<file path="src/rtl/irq_pkg.sv">
package irq_pkg;
    localparam int DATA_W  = 8;
    localparam int ADDR_W  = 2;
    localparam int NUM_EXT = 3;
    localparam int CHG_W   = 4;
    localparam int TMR_W   = 16;
    localparam int NUM_SRC = NUM_EXT + 2;
    localparam int TMR_BIT = NUM_EXT;
    localparam int CHG_BIT = NUM_EXT + 1;

    localparam logic [ADDR_W-1:0] A_CTRL = 2'd0;
    localparam logic [ADDR_W-1:0] A_CFG  = 2'd1;
    localparam logic [ADDR_W-1:0] A_FLAG = 2'd2;
    localparam logic [ADDR_W-1:0] A_PORT = 2'd3;

    typedef struct packed {
        logic               spare;
        logic               chg_en;
        logic               tmr_en;
        logic [NUM_EXT-1:0] ext_en;
        logic               glob_lo;
        logic               glob_hi;
    } ctrl_t;

    typedef struct packed {
        logic               tmr16;
        logic               chg_hi;
        logic               tmr_hi;
        logic [NUM_EXT-2:0] ext_hi;
        logic [NUM_EXT-1:0] rise;
    } cfg_t;

    function automatic logic [NUM_SRC-1:0] hi_route(input cfg_t c);
        return {c.chg_hi, c.tmr_hi, c.ext_hi, 1'b1};
    endfunction

    function automatic logic [NUM_SRC-1:0] src_enables(input ctrl_t c);
        return {c.chg_en, c.tmr_en, c.ext_en};
    endfunction
endpackage

</file>
<file path="src/rtl/irq_sync.sv">
module irq_sync #(
    parameter int W = 1
) (
    input  logic         clk,
    input  logic         rst,
    input  logic [W-1:0] d,
    output logic [W-1:0] q
);
    logic [W-1:0] stage1;

    always_ff @(posedge clk) begin
        if (rst) begin
            stage1 <= '0;
            q      <= '0;
        end else begin
            stage1 <= d;
            q      <= stage1;
        end
    end
endmodule

</file>
<file path="src/rtl/irq_edge_det.sv">
module irq_edge_det #(
    parameter int N = 3
) (
    input  logic         clk,
    input  logic         rst,
    input  logic [N-1:0] lvl,
    input  logic [N-1:0] rise,
    output logic [N-1:0] hit
);
    logic [N-1:0] prev;

    always_ff @(posedge clk) begin
        if (rst) prev <= '0;
        else     prev <= lvl;
    end

    for (genvar i = 0; i < N; i++) begin : g_pin
        always_comb begin
            if (rise[i]) hit[i] = lvl[i] & ~prev[i];
            else         hit[i] = ~lvl[i] & prev[i];
        end
    end
endmodule

</file>
<file path="src/rtl/irq_chg_det.sv">
module irq_chg_det #(
    parameter int W = 4
) (
    input  logic         clk,
    input  logic         rst,
    input  logic [W-1:0] lvl,
    input  logic         snap_load,
    output logic         hit
);
    logic [W-1:0] snap;

    always_ff @(posedge clk) begin
        if (rst)            snap <= '0;
        else if (snap_load) snap <= lvl;
    end

    assign hit = |(lvl ^ snap);
endmodule

</file>
<file path="src/rtl/irq_tmr_ovf.sv">
module irq_tmr_ovf #(
    parameter int W = 16
) (
    input  logic         clk,
    input  logic         rst,
    input  logic [W-1:0] val,
    input  logic         wide,
    output logic         hit
);
    localparam int HALF = W / 2;
    logic [W-1:0] prev;

    always_ff @(posedge clk) begin
        if (rst) prev <= '0;
        else     prev <= val;
    end

    always_comb begin
        if (wide) hit = (&prev) && (val == '0);
        else      hit = (&prev[HALF-1:0]) && (val[HALF-1:0] == '0);
    end
endmodule

</file>
<file path="src/rtl/irq_ctl.sv">
module irq_ctl
    import irq_pkg::*;
(
    input  logic                      clk,
    input  logic                      rst,
    input  logic                      wr_en,
    input  logic                      rd_en,
    input  logic [irq_pkg::ADDR_W-1:0] addr,
    input  logic [irq_pkg::DATA_W-1:0] wdata,
    output logic [irq_pkg::DATA_W-1:0] rdata,
    input  logic [irq_pkg::NUM_EXT-1:0] ext_pin,
    input  logic [irq_pkg::CHG_W-1:0]  port_pin,
    input  logic [irq_pkg::TMR_W-1:0]  tmr_val,
    input  logic                      sleep,
    output logic                      irq_hi,
    output logic                      irq_lo,
    output logic                      wake
);
    ctrl_t              ctrl_q;
    cfg_t               cfg_q;
    logic [NUM_SRC-1:0] flags_q;
    logic [NUM_EXT-1:0] ext_s;
    logic [CHG_W-1:0]   port_s;
    logic [NUM_EXT-1:0] ext_hit;
    logic               chg_hit;
    logic               tmr_hit;
    logic [NUM_SRC-1:0] set_vec;
    logic [NUM_SRC-1:0] clr_vec;
    logic [NUM_SRC-1:0] live;
    logic [NUM_SRC-1:0] to_hi;

    irq_sync #(.W(NUM_EXT)) i_sync_ext (
        .clk(clk), .rst(rst), .d(ext_pin), .q(ext_s)
    );
    irq_sync #(.W(CHG_W)) i_sync_port (
        .clk(clk), .rst(rst), .d(port_pin), .q(port_s)
    );
    irq_edge_det #(.N(NUM_EXT)) i_edge (
        .clk(clk), .rst(rst), .lvl(ext_s), .rise(cfg_q.rise), .hit(ext_hit)
    );
    irq_chg_det #(.W(CHG_W)) i_chg (
        .clk(clk), .rst(rst), .lvl(port_s),
        .snap_load(rd_en && addr == A_PORT), .hit(chg_hit)
    );
    irq_tmr_ovf #(.W(TMR_W)) i_tmr (
        .clk(clk), .rst(rst), .val(tmr_val), .wide(cfg_q.tmr16), .hit(tmr_hit)
    );

    always_comb begin
        set_vec          = '0;
        set_vec[NUM_EXT-1:0] = ext_hit;
        set_vec[TMR_BIT] = tmr_hit;
        set_vec[CHG_BIT] = chg_hit;
        clr_vec = (wr_en && addr == A_FLAG) ? wdata[NUM_SRC-1:0] : '0;
    end

    always_ff @(posedge clk) begin
        if (rst) begin
            ctrl_q  <= '0;
            cfg_q   <= '0;
            flags_q <= '0;
        end else begin
            if (wr_en && addr == A_CTRL) ctrl_q <= ctrl_t'(wdata);
            if (wr_en && addr == A_CFG)  cfg_q  <= cfg_t'(wdata);
            flags_q <= (flags_q & ~clr_vec) | set_vec;
        end
    end

    always_comb begin
        unique case (addr)
            A_CTRL:  rdata = ctrl_q;
            A_CFG:   rdata = cfg_q;
            A_FLAG:  rdata = DATA_W'(flags_q);
            default: rdata = DATA_W'(port_s);
        endcase
    end

    assign live   = flags_q & src_enables(ctrl_q);
    assign to_hi  = hi_route(cfg_q);
    assign irq_hi = ctrl_q.glob_hi & |(live & to_hi);
    assign irq_lo = ctrl_q.glob_lo & |(live & ~to_hi);
    assign wake   = sleep & |(flags_q[NUM_EXT-1:0] & ctrl_q.ext_en);
endmodule

</file>
<file path="config.mk">
export PLATFORM = sky130hd
export DESIGN_NAME = irq_ctl
export DESIGN_NICKNAME = d
export VERILOG_FILES = /design/src/rtl/irq_pkg.sv /design/src/rtl/irq_sync.sv /design/src/rtl/irq_edge_det.sv /design/src/rtl/irq_chg_det.sv /design/src/rtl/irq_tmr_ovf.sv /design/src/rtl/irq_ctl.sv
export SDC_FILE = /design/constraint.sdc
export NUM_CORES = 1
export LEC_CHECK = 0
export BUFFER_PORTS_ARGS = -buffer_cell sky130_fd_sc_hd__buf_2
export CORE_ASPECT_RATIO = 1.25
export CORE_UTILIZATION = 57
export CTS_CLUSTER_DIAMETER = 100
export DETAILED_ROUTE_END_ITERATION = 16
export PLACE_DENSITY = 0.83
export SYNTH_ARGS = -nofsm -noshare
export SYNTH_HDL_FRONTEND = slang
export SYNTH_HIERARCHICAL = 1
export SYNTH_SLANG_ARGS = --single-unit
export TNS_END_PERCENT = 30
</file>
<file path="constraint.sdc">
create_clock -name clk -period 5.1 [get_ports clk]
set_input_delay 0.51 -clock clk [delete_from_list [all_inputs] [get_ports clk]]
set_output_delay 0.51 -clock clk [all_outputs]
set_load 0.01 [all_outputs]
</file>
==> reports/metrics.yaml <==
status: "finished, final reports clean"
clock-root-buffer: "clkbuf_8"
p_seq_share_pct: 52.2
p_leak_nw: 1.13
skew_ps: 8.59
hold_violations: 0
syn_area_sq_um: 2250
setup_viol: 0
cap_viol_max_count: 0
crit_family: "multiplexers"
fp.dieW_microns: 58.2
vias_per_cell: 5.07
io_pins: 49
path_clk_slew_ps: 60
numCtsBuffers: 9
worst-r2r-setup-slack_ps: 3620
drt_iter0_drc: 88
cts_sinks: 58
core-area_sq_um: 3780
vias: 1631
sw_frac_of_total_pct: 22.0
grt_first_pass_wirelength_microns: 6680
path_class: "in -> out"
num_rows: 25
power.density_nw_per_um2: 345
cp_max_fo: 17
cpMostUsedCell: "buf_2"
ys_seq_area_share_pct: 51.6
antenna_cells: 0
drtAntennaViolNets: 0
syn_to_final_growth_pct: 19.2
peakVddDrop_mv: 0.248
cp.buffers_inverters: 2
cts_tree: "yes"
min_period_ps: 2050
maxSlewHeadroom_pct: 35.4
finalSetupTns_ps: 0
die_y_microns: 72.2
io_buffer_count: 48
endpoint_kind: "output pin"
dp_hpwl_microns: 2700
path_cells: "buf_2, mux4_2, buf_2"
place_inst: 306
ys_warn_count: 6
cts-htree-levels: 3
ctsLongestPathBuffers: 2
grt_pass1_vias: 1557
syn-mean-instance-area_sq_um: 10.6
p_int_uw: 721
p_clk_share_pct: 40.6
p_sw_uw: 204
antenna_found_initial: 0
cp.required_ps: 4590
clk_latency_ps: 330
fin_crit_sh_pct: 40.2
crit_path_max_incr_delay_ps: 550
hold_path_class: "in -> reg"
grt_use_total_pct: 21.8
grt_overflow: 0
start_util_pct: 59.4
drive_above_1_share_pct: 26.5
post_cts_buffers: 0
hold_ws_ps: 391
gp_congestion: 0.813
synth_nets: 251
cp.arrival_ps: 1540
synth_cell_type_count: 30
instances_no_fill: 322
startpoint_type: "input pin"
nNetsFinal: 301
worst_pin_slew_ps: 969
drc: 0
rsz0062_at_grt: "no"
fp.dieArea_sq_um: 4200
yosys_register_bits: 58
finalMaxSlewViolations: 0
wl_microns: 3990
post_cts_resize_count: 0
wire_per_inst_microns: 12.4
max_freq_ghz: 0.488
pwr-share-comb_pct: 7.2
holdBufCountCts: 0
dr.pass1.iters: 4
crit_path_top_delay_cell: "mux4_2"
grt_max_degree: 59
synthCells: 213
[worst reg2reg max path, cell delays in order, from the launching register on]
cell and delay (ps):
dfxtp_1 320, nand4_1 80, or4_1 490, a2111oi_2 370
a21oi_1 70, nor2_1 80
[flip-flops by register name (all words and copies together), names as in the netlist]
register / flops
i_tmr/prev: 16
i_edge/prev: 3
flags_q: 5
i_sync_ext/q: 3
ctrl_q: 8
i_sync_ext/stage1: 3
i_chg/snap: 4
i_sync_port/stage1: 4
cfg_q: 8
i_sync_port/q: 4
[placed cells by master, fill, tap and decap left out]
| cell | count |
|---|---|
| a2111oi_2 | 1 |
| a21oi_1 | 5 |
| a31oi_1 | 2 |
| a41oi_1 | 1 |
| and3_1 | 2 |
| buf_2 | 48 |
| clkbuf_1 | 2 |
| clkbuf_8 | 12 |
| clkinv_2 | 2 |
| dfxtp_1 | 58 |
| inv_1 | 2 |
| mux2i_1 | 24 |
| mux4_2 | 4 |
| nand2_1 | 8 |
| nand2b_1 | 3 |
| nand3_1 | 3 |
| nand3b_1 | 2 |
| nand4_1 | 4 |
| nand4b_1 | 6 |
| nor2_1 | 30 |
| nor2b_1 | 33 |
| nor3b_2 | 1 |
| nor4b_1 | 1 |
| o21a_1 | 1 |
| o21ai_0 | 1 |
| o22ai_1 | 2 |
| o22ai_2 | 3 |
| or4_1 | 3 |
| xnor2_1 | 4 |
[routing by layer]
metal,track usage [%],part of all wire (%),up-vias
li1,-,-,832
met1,24.2,42,739
met2,36.0,50,50
met3,7.13,4.9,10
met4,13.0,2.3,0
met5,0,0,-
[power by group through the flow]
stage	registers (mW)	logic (mW)	clock network, mW
global route	0.486	0.0745	0.405
detailed placement	0.493	0.0671	0
global placement	0.492	0.0654	0
floorplan	0.489	0.0421	0
finish	0.483	0.0669	0.375
CTS	0.483	0.0675	0.387
[cells in the mapped netlist]
cell type  number  share of area, %
a2111oi_2       1              0.67
a21oi_1         5               1.1
a31oi_1         2              0.56
a41oi_1         1              0.39
and3_1          2              0.56
buf_2           1              0.22
buf_4           2              0.67
buf_6           2               1.0
clkbuf_1        3              0.50
clkbuf_2        1              0.22
dfxtp_1        58                52
inv_1           2              0.33
mux2i_1        24                11
mux4_2          4               4.0
nand2_1         8               1.3
nand2b_1        3              0.83
nand3_1         3              0.67
nand3b_1        2              0.67
nand4_1         4               1.1
nand4b_1        6               2.3
nor2_1         30               5.0
nor2b_1        33               9.2
nor3b_2         1              0.56
nor4b_1         1              0.39
o21a_1          1              0.33
o21ai_0         1              0.22
o22ai_1         2              0.56
o22ai_2         3               1.7
or4_1           3               1.0
xnor2_1         4               1.6
[logic make-up (layout without fill, tap and decap cells)]
family | count (synthesis) | count (layout) | share of synthesized area [%]
buffers and inverters | 11 | 66 | 2.95
XOR/XNOR | 4 | 4 | 1.56
multiplexers | 28 | 28 | 14.7
flip-flops | 58 | 58 | 51.6
AND/OR/NAND/NOR | 96 | 96 | 23.7
AO/OA/AOI/OAI | 16 | 16 | 5.51
[worst paths after layout]
path / start / to / depth (start not counted)
setup / recovery: addr[1] / rdata[2] / 3
hold / removal: port_pin[3] / i_sync_port/stage1[3] / 2
setup reg to reg: i_tmr/prev[11] / flags_q[3] / 5
hold reg to reg: i_sync_ext/stage1[2] / i_sync_ext/q[2] / 1
[area by class of cell]
type | instances | area (sq um)
Clock buffer | 14 | 173
Clock inverter | 2 | 10.0
Fill cell | 298 | 1100
Inverter | 2 | 7.51
Multi-Input combinational cell | 144 | 1020
Sequential cell | 58 | 1160
Tap cell | 54 | 67.6
Timing Repair Buffer | 48 | 240
[per-stage QoR]
stage                     util (%)  cell area, sq um  power, mW  setup WS, ps
final                         70.8              2680      0.925          3050
after global routing          70.8              2680      0.965          3000
after CTS                     70.8              2680      0.938          3040
after detailed placement      66.0              2500      0.560          2810
after global placement        66.0              2500      0.557          2840
after floorplan                  -              2250      0.532          3020
No activity file was read; power rests on OpenSTA's default activity.
